File: src/rtl/mbox_req_pkg.sv
package mbox_req_pkg;
  typedef enum logic [1:0] {RES_OK = 2'd0, RES_INVALID = 2'd1, RES_TIMEOUT = 2'd2, RES_PROTO = 2'd3} res_e;
  typedef enum logic {CMD_OPEN = 1'b0, CMD_CLOSE = 1'b1} cmd_e;
  typedef enum logic [2:0] {ST_IDLE, ST_CHECK, ST_OWN, ST_WRITE, ST_RESP} st_e;

  localparam logic [2:0] KIND_OPEN  = 3'd1;
  localparam logic [2:0] KIND_CLOSE = 3'd2;
  localparam logic [2:0] REQ_VER    = 3'd0;

  typedef struct packed {
    logic       owner;
    logic [5:0] rsvd3;
    logic       rst_req;
    logic [7:0] rsvd2;
    logic [7:0] status;
    logic       dir;
    logic       rsvd1;
    logic [2:0] ver;
    logic [2:0] kind;
  } hdr_t;

  function automatic hdr_t make_hdr(input logic close, input logic rst_req);
    hdr_t h;
    h         = '0;
    h.kind    = close ? KIND_CLOSE : KIND_OPEN;
    h.ver     = REQ_VER;
    h.rst_req = rst_req;
    return h;
  endfunction
endpackage

File: src/rtl/mbox_pack.sv
module mbox_pack
  import mbox_req_pkg::*;
#(
  parameter int NQ      = 4,
  parameter int FRAME_W = 52,
  parameter int LOW_W   = 48,
  parameter int VEC_W   = 16,
  parameter int MSG_W   = 256
) (
  input  logic [NQ-1:0][FRAME_W-1:0] frame_i,
  input  logic [VEC_W-1:0]           vec_i,
  input  hdr_t                       hdr_i,
  output logic [MSG_W-1:0]           msg_o
);
  localparam int HI_W     = FRAME_W - LOW_W;
  localparam int HI_BASE  = NQ * LOW_W;
  localparam int VEC_BASE = HI_BASE + NQ * HI_W;
  localparam int HDR_BASE = VEC_BASE + VEC_W;

  for (genvar q = 0; q < NQ; q++) begin : g_q
    assign msg_o[q*LOW_W +: LOW_W]        = frame_i[q][LOW_W-1:0];
    assign msg_o[HI_BASE + q*HI_W +: HI_W] = frame_i[q][FRAME_W-1:LOW_W];
  end

  assign msg_o[VEC_BASE +: VEC_W] = vec_i;
  assign msg_o[HDR_BASE +: 32]    = hdr_i;
endmodule

File: src/rtl/mbox_rsp_check.sv
module mbox_rsp_check
  import mbox_req_pkg::*;
(
  input  logic [2:0] exp_kind_i,
  input  logic [2:0] kind_i,
  input  logic [2:0] ver_i,
  input  logic       dir_i,
  input  logic [7:0] status_i,
  output logic       pass_o
);
  // older versions are acceptable, newer are not
  assign pass_o = (kind_i == exp_kind_i) && (ver_i <= REQ_VER) && dir_i && (status_i == 8'd0);
endmodule

File: src/rtl/mbox_poll_timer.sv
module mbox_poll_timer #(
  parameter int MAX_POLLS = 20000,
  parameter int GAP_W     = 16,
  localparam int CNT_W    = $clog2(MAX_POLLS + 1)
) (
  input  logic             clk_i,
  input  logic             rst_ni,
  input  logic             clear_i,
  input  logic             miss_i,
  input  logic [GAP_W-1:0] gap_i,
  output logic             ready_o,
  output logic             last_o
);
  logic [CNT_W-1:0] poll_q;
  logic [GAP_W-1:0] gap_q;

  assign ready_o = (gap_q == '0);
  assign last_o  = (poll_q == CNT_W'(MAX_POLLS - 1));

  always_ff @(posedge clk_i or negedge rst_ni) begin
    if (!rst_ni) begin
      poll_q <= '0;
      gap_q  <= '0;
    end else if (clear_i) begin
      poll_q <= '0;
      gap_q  <= '0;
    end else if (miss_i) begin
      poll_q <= poll_q + CNT_W'(1);
      gap_q  <= gap_i;
    end else if (!ready_o) begin
      gap_q <= gap_q - GAP_W'(1);
    end
  end
endmodule

File: src/rtl/mbox_req_engine.sv
module mbox_req_engine
  import mbox_req_pkg::*;
#(
  parameter int PAGE_SHIFT = 12,
  parameter int MAX_POLLS  = 20000,
  parameter int GAP_W      = 16
) (
  input  logic             clk_i,
  input  logic             rst_ni,
  input  logic             start_i,
  input  logic             cmd_i,
  input  logic             reset_flag_i,
  input  logic [63:0]      eq_addr_i,
  input  logic [63:0]      cq_addr_i,
  input  logic [63:0]      rq_addr_i,
  input  logic [63:0]      sq_addr_i,
  input  logic [31:0]      vec_idx_i,
  input  logic [GAP_W-1:0] poll_gap_i,
  input  logic [31:0]      mbox_d7_i,
  output logic             wr_en_o,
  output logic [2:0]       wr_idx_o,
  output logic [31:0]      wr_data_o,
  output logic             busy_o,
  output logic             done_o,
  output logic [1:0]       err_o
);
  localparam int NQ       = 4;
  localparam int ADDR_W   = 64;
  localparam int FRAME_W  = 52;
  localparam int VEC_W    = 16;
  localparam int MSG_W    = 256;
  localparam int NDW      = MSG_W / 32;
  localparam int IDX_W    = $clog2(NDW);
  localparam logic [IDX_W-1:0] LAST_IDX = IDX_W'(NDW - 1);
  localparam logic [ADDR_W-1:0] PG_MASK = (ADDR_W'(1) << PAGE_SHIFT) - ADDR_W'(1);

  st_e                          state_q;
  logic                         close_q, rflag_q;
  logic [NQ-1:0][ADDR_W-1:0]    addr_q;
  logic [31:0]                  vec_q;
  logic [GAP_W-1:0]             gap_q;
  logic [IDX_W-1:0]             idx_q;
  logic                         done_q;
  res_e                         err_q;

  logic [NQ-1:0][FRAME_W-1:0]   frames;
  logic [MSG_W-1:0]             msg;
  logic [NQ-1:0]                misaligned;
  logic                         bad_args, rsp_pass, rsp_allones, owned;
  logic                         polling, t_ready, t_last, t_clear, t_miss;

  for (genvar q = 0; q < NQ; q++) begin : g_frame
    assign frames[q]     = addr_q[q][PAGE_SHIFT +: FRAME_W];
    assign misaligned[q] = (addr_q[q] & PG_MASK) != '0;
  end

  assign bad_args    = (|misaligned) || (vec_q[31:VEC_W] != '0);
  assign owned       = mbox_d7_i[31];
  assign rsp_allones = rflag_q && (&mbox_d7_i);

  mbox_pack #(
    .NQ(NQ), .FRAME_W(FRAME_W), .LOW_W(48), .VEC_W(VEC_W), .MSG_W(MSG_W)
  ) i_pack (
    .frame_i(frames),
    .vec_i  (vec_q[VEC_W-1:0]),
    .hdr_i  (make_hdr(close_q, rflag_q)),
    .msg_o  (msg)
  );

  mbox_rsp_check i_rsp (
    .exp_kind_i(close_q ? KIND_CLOSE : KIND_OPEN),
    .kind_i    (mbox_d7_i[2:0]),
    .ver_i     (mbox_d7_i[5:3]),
    .dir_i     (mbox_d7_i[7]),
    .status_i  (mbox_d7_i[15:8]),
    .pass_o    (rsp_pass)
  );

  assign polling = (state_q == ST_OWN) || (state_q == ST_RESP);
  assign t_clear = (state_q == ST_CHECK) || ((state_q == ST_WRITE) && (idx_q == LAST_IDX));
  assign t_miss  = polling && t_ready && owned && !((state_q == ST_RESP) && rsp_allones);

  mbox_poll_timer #(.MAX_POLLS(MAX_POLLS), .GAP_W(GAP_W)) i_timer (
    .clk_i  (clk_i),
    .rst_ni (rst_ni),
    .clear_i(t_clear),
    .miss_i (t_miss),
    .gap_i  (gap_q),
    .ready_o(t_ready),
    .last_o (t_last)
  );

  always_ff @(posedge clk_i or negedge rst_ni) begin
    if (!rst_ni) begin
      state_q <= ST_IDLE;
      close_q <= 1'b0;
      rflag_q <= 1'b0;
      addr_q  <= '0;
      vec_q   <= '0;
      gap_q   <= '0;
      idx_q   <= '0;
      done_q  <= 1'b0;
      err_q   <= RES_OK;
    end else begin
      done_q <= 1'b0;
      unique case (state_q)
        ST_IDLE: if (start_i) begin
          close_q <= cmd_i;
          rflag_q <= reset_flag_i;
          addr_q  <= {sq_addr_i, rq_addr_i, cq_addr_i, eq_addr_i};
          vec_q   <= vec_idx_i;
          gap_q   <= poll_gap_i;
          state_q <= ST_CHECK;
        end
        ST_CHECK: begin
          if (!close_q && bad_args) begin
            state_q <= ST_IDLE;
            done_q  <= 1'b1;
            err_q   <= RES_INVALID;
          end else begin
            state_q <= ST_OWN;
          end
        end
        ST_OWN: if (t_ready) begin
          if (!owned) begin
            state_q <= ST_WRITE;
            idx_q   <= close_q ? LAST_IDX : '0;
          end else if (t_last) begin
            state_q <= ST_IDLE;
            done_q  <= 1'b1;
            err_q   <= RES_TIMEOUT;
          end
        end
        ST_WRITE: begin
          if (idx_q == LAST_IDX) state_q <= ST_RESP;
          else                   idx_q   <= idx_q + IDX_W'(1);
        end
        ST_RESP: if (t_ready) begin
          if (rsp_allones || !owned) begin
            state_q <= ST_IDLE;
            done_q  <= 1'b1;
            err_q   <= (rsp_allones || rsp_pass) ? RES_OK : RES_PROTO;
          end else if (t_last) begin
            state_q <= ST_IDLE;
            done_q  <= 1'b1;
            err_q   <= RES_TIMEOUT;
          end
        end
        default: state_q <= ST_IDLE;
      endcase
    end
  end

  assign wr_en_o   = (state_q == ST_WRITE);
  assign wr_idx_o  = idx_q;
  assign wr_data_o = msg[idx_q*32 +: 32];
  assign busy_o    = (state_q != ST_IDLE);
  assign done_o    = done_q;
  assign err_o     = err_q;
endmodule

File: config.mk
export PLATFORM = sky130hd
export DESIGN_NAME = mbox_req_engine
export DESIGN_NICKNAME = d
export VERILOG_FILES = /design/src/rtl/mbox_req_pkg.sv /design/src/rtl/mbox_pack.sv /design/src/rtl/mbox_rsp_check.sv /design/src/rtl/mbox_poll_timer.sv /design/src/rtl/mbox_req_engine.sv
export SDC_FILE = /design/constraint.sdc
export NUM_CORES = 1
export LEC_CHECK = 0
export ABC_AREA = 1
export BUFFER_PORTS_ARGS = -buffer_cell sky130_fd_sc_hd__buf_2
export CAP_MARGIN = 10
export CORE_ASPECT_RATIO = 1.25
export CORE_MARGIN = 3
export CORE_UTILIZATION = 30
export DETAILED_ROUTE_END_ITERATION = 7
export SLEW_MARGIN = 20
export SYNTH_ARGS = -nofsm -noshare
export SYNTH_HDL_FRONTEND = slang
export SYNTH_HIERARCHICAL = 1
export SYNTH_SLANG_ARGS = --single-unit
File: constraint.sdc
create_clock -name clk_i -period 2.7 [get_ports clk_i]
set_input_delay 0.27 -clock clk_i [delete_from_list [all_inputs] [get_ports clk_i]]
set_output_delay 0.27 -clock clk_i [all_outputs]
set_load 0.02 [all_outputs]
==> results of run 1 <==
-- registers in the layout, summed over array words and instances, names as in the netlist, 2 cells and up --
name            cells
addr_q            256
err_o               2
i_timer/poll_q     15
i_timer/gap_q      16
vec_q              32
wr_idx_o            3
gap_q              16
state_q             3
-- timing repair --
item                                   4_1_cts  5_1_grt
gates cloned                                 1        1
hold buffers                               306        0
endpoints found under the hold margin      366        0
pin swaps                                    0        3
setup buffers                                1        7
gates resized for setup                     14       25
setup endpoints to repair                   58       39
-- layout by cell type (no fill, tap or decap), types with 34 or more instances in the layout --
master	count
mux2_2	104
dfrtp_1	344
o21ai_0	143
buf_2	378
mux2_4	200
nor2_1	342
a31oi_1	34
inv_1	53
nand2_1	135
clkbuf_16	42
dlygate4sd3_1	306
-- metrics by stage --
stage	setup slack [ps]	hold slack [ps]	instances	total power, mW
3_3_place_gp	-197	296	2813	21.2
5_1_grt	-86.6	3.27	3206	29.6
2_1_floorplan	319	-25.6	1892	20.1
3_5_place_dp	-286	307	2813	21.5
4_1_cts	-22.3	5.75	3191	27.8
6_report	59.2	29.9	3206	27.9
-- worst min path at each step --
| stage | startpoint | endpoint | depth (start not counted) |
|---|---|---|---|
| after global routing | eq_addr_i[11] | addr_q[11]$_DFFE_PN0P_ | 2 |
| after global placement | rst_ni | addr_q[28]$_DFFE_PN0P_ | 1 |
| after floorplan | rst_ni | addr_q[0]$_DFFE_PN0P_ | 0 |
| after CTS | eq_addr_i[11] | addr_q[11]$_DFFE_PN0P_ | 2 |
| final | eq_addr_i[11] | addr_q[11]$_DFFE_PN0P_ | 2 |
| after detailed placement | rst_ni | addr_q[76]$_DFFE_PN0P_ | 1 |
-- synthesized netlist by cell type --
master	n
nor2_1	349
dfrtp_1	346
buf_4	259
mux2_4	200
o21ai_0	145
nand2_1	137
mux2_2	104
inv_1	54
a31oi_1	36
o22ai_1	35
nand3_1	33
buf_2	27
clkbuf_1	27
buf_6	22
a21oi_1	20
nor3_1	9
nand4_1	7
buf_1	6
or2_2	6
nand2_2	5
ha_1	4
inv_2	4
nor2_4	4
o21ai_1	4
nor2_2	3
o211ai_1	3
clkinv_1	2
nor4_1	2
a211oi_1	1
clkbuf_8	1
conb_1	1
nand3b_2	1
nor3_4	1
o2111ai_1	1
o21ai_4	1
o21bai_1	1
o31ai_1	1
-- layout make-up --
| class | instances | area, sq um | share of cell area, % |
|---|---|---|---|
| diodes | 7 | 17.5 | 0.0699 |
| clock inverters | 18 | 188 | 0.749 |
| multi-input cells | 1144 | 8070 | 32.2 |
| clock buffers | 52 | 1140 | 4.54 |
| inverters | 60 | 246 | 0.984 |
| repair buffers | 739 | 5690 | 22.7 |
| well taps | 840 | 1050 | 4.19 |
| flip-flops and latches | 346 | 8660 | 34.6 |
-- routing by layer --
| metal | GRT usage (%) | share of wire (%) |
|---|---|---|
| met1 | 20.4 | 41 |
| met2 | 29.4 | 51 |
| met3 | 2.89 | 4.8 |
| met4 | 6.48 | 3.3 |
| met5 | 0 | 0 |
-- power by group --
group	total [mW]	internal, mW	leakage [nW]	switching [mW]
clock	5.54	3.26	0.652	2.27
sequential	9.36	7.74	4.12	1.63
combinational	13.0	6.40	7.14	6.60
-- worst max-delay path, stage by stage (launching register included) --
cell and delay (ps):
dfrtp_4 590, inv_16 170, buf_16 210, o21ai_0 130
o22ai_1 130, nor2_1 60, a31oi_1 240, buf_2 220
-- logic make-up (layout without fill, tap and decap cells) --
logic type	Yosys count	after routing	synth area share, %
flip-flops	346	346	45.1
multiplexers	304	304	21.8
other	1	38	0.0195
adder cells (fa/ha/maj)	4	4	0.261
buffers and inverters	402	869	14.0
AND/OR/NAND/NOR	557	557	11.7
AO/OA/AOI/OAI	248	248	7.09
==> results.toml, run 1 <==
[global_route]
track_usage_pct = 16.7
grt_pass1_wl_um = 87800
overflow = 0
antenna_found_initial = 7
grt_pass1_vias = 15600
grt_start_max_net_pins = 71

[sta]
period_share_pct = 97.8
timing.fmax_mhz = 379
worst_clock_skew_ps = 17.9
final-setup-viol-count = 0
final.setup.tns_ps = 0
min_period_ps = 2640
rsz0062_at_grt = "yes"
worst_pin_slew_ps = 720
slew_viol_final = 0
max_slew_margin_pct = 52.0
hold_viol_final = 0

[finish]
final_area_sq_um = 25100
nets = 2676
fin_util_pct = 39.6
drive_gt1_share_pct = 36.2
nFillCells = 6015
syn_to_final_growth_pct = 30.6

[power]
leakagePower_nw = 11.9
vdd_ir_drop_max_mv = 0.707
p_per_area_nw_per_um2 = 1110

[floorplan]
start_util_pct = 30.3
die_h_um = 289
die_area_sq_um = 67000
fp.coreArea_sq_um = 63300
die_w_um = 232
row_count = 103
ios = 381

[drt]
vias = 14700
postRouteAntennaNets = 0
route.detailed.drc = 0
viasPerCell = 4.57
wl_um = 58300
drtIter0Drc = 756
dr.pass1.iters = 5
wl_per_cell_um = 18.2

[synthesis]
avgSynthCellArea_sq_um = 10.3
yosysWarnings = 6
netlist_area_sq_um = 19200
synth-seq-cells = 346
yosysTopAreaCellShare_pct = 45.1
synth_seq_area_share_pct = 45.1
synth_area_leaders = "dfrtp_1 (45%), mux2_4 (16%), buf_4 (10%), nor2_1 (6.8%), mux2_2 (6.1%)"
synth_cell_types = 37
yosys.area.top_type = "dfrtp_1"
syn_inst = 1862

[critical_path]
r2r_slack_ps = 110
critical_path_arrival_ps = 2370
cp-end-kind = "primary output"
crit_start = "wr_idx_o[0]$_DFFE_PN0P_"
start_kind = "register"
critPathKind = "register to primary output"
crit_end = "wr_data_o[7]"
worst-path-max-fanout = 34
worstRegToRegCells = 16
r2r-end = "i_timer/poll_q[9]$_DFFE_PN0P_"
reg2reg_from = "i_timer/gap_q[0]$_DFFE_PN0P_"
cp_data_required_time_ps = 2430

[hold_path]
hold_path_class = "primary input to register"

[run_status]
status = "finished, final reports clean"

[clocking]
clk_latency_ps = 550
cts_buffers = 40
cts_tree = "done"
path_clk_slew_ps = 60
htreeDepth = 2
cts-root-buf = "clkbuf_16"
cts.sinks = 346
cts.path.max_buffers = 3

[run]
cap_violations = 0

[placed_design]
io_buffer_count = 380
place_hpwl_um = 38500
place_area_sq_um = 20400
gp_congestion = 0.846
(Power assumes the default switching activity.)
==> run 2, diff against run 1 <==
--- a/config.mk
+++ b/config.mk
@@ -12,6 +12,7 @@
 export CORE_MARGIN = 3
 export CORE_UTILIZATION = 30
 export DETAILED_ROUTE_END_ITERATION = 7
+export PLACE_DENSITY = 0.46
 export SLEW_MARGIN = 20
 export SYNTH_ARGS = -nofsm -noshare
 export SYNTH_HDL_FRONTEND = slang
==> results.toml, run 2 (synthesis results as in run 1) <==
[run_status]
status = "finished, final reports clean"

[sta]
slew_viol_final = 0
worst_pin_slew_ps = 523
period_share_pct = 96.4
hold_viol_final = 0
max_slew_margin_pct = 65.1
min_period_ps = 2600
final-setup-viol-count = 0
timing.fmax_mhz = 384
final.setup.tns_ps = 0
finalWorstSetupSlack_ps = 96.2
rsz0062_at_grt = "yes"
worst_clock_skew_ps = 26.4

[global_route]
grt_start_max_net_pins = 71
grt_pass1_vias = 15400
antenna_found_initial = 14
overflow = 0
track_usage_pct = 17.2
grt_pass1_wl_um = 89600

[placed_design]
place_hpwl_um = 39800
gp_congestion = 0.811
dpl_worst_slack_ps = -118
io_buffer_count = 380

[drt]
postRouteAntennaNets = 0
vias = 14400
route.detailed.drc = 0
wl_per_cell_um = 18.3
dr.pass1.iters = 4
drtIter0Drc = 533
wl_um = 59100
viasPerCell = 4.45

[hold_path]
min_to = "addr_q[140]$_DFFE_PN0P_"
worstHoldPathCells = 2
hold_path_class = "primary input to register"
hold_start = "rq_addr_i[12]"

[clocking]
path_clk_slew_ps = 60
cts.sinks = 346
cts_buffers = 42
htreeDepth = 2
clk_latency_ps = 570
cts_tree = "done"
cts-root-buf = "clkbuf_16"
cts.path.max_buffers = 3

[power]
finalPower_mw = 28.4
leakagePower_nw = 12.1
p_per_area_nw_per_um2 = 1120
vdd_ir_drop_max_mv = 0.555

[floorplan]
row_count = 103
die_h_um = 289
die_w_um = 232
fp.coreArea_sq_um = 63300
start_util_pct = 30.3
ios = 381
die_area_sq_um = 67000

[finish]
syn_to_final_growth_pct = 32.1
top_register = "addr_q"
final_common_cell = "buf_2"
top_regs = "addr_q: 256 flops, vec_q: 32 flops"
seqCellArea_sq_um = 8670
largest_reg_flops = 256
nets = 2689
multi_input_area_sq_um = 8090
fin_util_pct = 40.1
drive_gt1_share_pct = 36.6
final_cell_mix = "buf_2 (376), dfrtp_1 (344), nor2_1 (341), dlygate4sd3_1 (304), mux2_4 (200)"
nFillCells = 6074

[critical_path]
crit_start = "wr_idx_o[0]$_DFFE_PN0P_"
r2r-end = "i_timer/gap_q[13]$_DFFE_PN0P_"
reg2reg_from = "i_timer/gap_q[7]$_DFFE_PN0P_"
max_stage_delay_ps = 510
cp_data_required_time_ps = 2430
worstRegToRegCells = 13
start_kind = "register"
worst-path-max-fanout = 40
cp-end-kind = "primary output"
worstPathCellList = "buf_12 > clkinv_16 > buf_16 > o21ai_0 > o22ai_1 > nor2_1 > a31oi_1 > buf_2"
critical_path_arrival_ps = 2330
r2r_slack_ps = 180
critPathKind = "register to primary output"
slowest_stage = "dfrtp_4"

[run]
cap_violations = 0
[run 2: worst max-delay path: cells and delay by family (launching register included)]
family          cells  cell delay, ps
simple gates        1             100
flops               1             510
compound gates      3             450
buf+inv             4             660
[run 2: how the worst max path moves through the flow]
stage,endpoint,slack [ps],cells past startpoint
CTS,wr_data_o[14],-20,6
floorplan,i_timer/poll_q[9]$_DFFE_PN0P_,320,16
global placement,i_timer/poll_q[9]$_DFFE_PN0P_,20,16
detailed placement,i_timer/poll_q[9]$_DFFE_PN0P_,-120,16
global route,i_timer/poll_q[9]$_DFFE_PN0P_,-30,15
finish,wr_data_o[8],100,8
[run 2: final cells by class]
type | count | area share (%)
Sequential cell | 346 | 34.2
Timing Repair Buffer | 750 | 23.1
Clock buffer | 64 | 4.87
Tap cell | 840 | 4.15
Multi-Input combinational cell | 1144 | 31.9
Clock inverter | 11 | 0.597
Antenna cell | 12 | 0.118
Inverter | 60 | 1.02
[run 2: power by group]
group          switching [mW]  leakage (nW)  total [mW]  internal [mW]
Sequential               1.53          4.12        9.27           7.74
Clock                    2.33         0.678        5.77           3.44
Combinational            6.69          7.26        13.3           6.66
Total                    10.6          12.1        28.4           17.8
[run 2: what timing repair did]
action | in CTS | in global routing
gates resized for setup | 19 | 30
endpoints found under the setup margin | 43 | 47
hold buffers | 304 | 0
pin swaps | 1 | 7
endpoints found under the hold margin | 344 | 0
gates cloned | 3 | 4
buffers inserted | 4 | 10
[run 2: routing by layer]
layer  vias to the layer above  GRT usage [%]  wire length [um]
li1                       6907              -                 -
met1                      7008           20.7             24600
met2                       350           30.2             29700
met3                        98           3.42              2750
met4                         4           6.60              2050
met5                         -              0                27
[run 2: metrics by stage]
| stage | hold slack (ps) | cells | cell area, sq um |
|---|---|---|---|
| after floorplan | -25.6 | 1892 | 19300 |
| after global placement | 262 | 2815 | 20400 |
| after detailed placement | 265 | 2815 | 20400 |
| after CTS | 14.8 | 3201 | 25000 |
| after global routing | 5.15 | 3223 | 25300 |
| final | 28.8 | 3227 | 25300 |
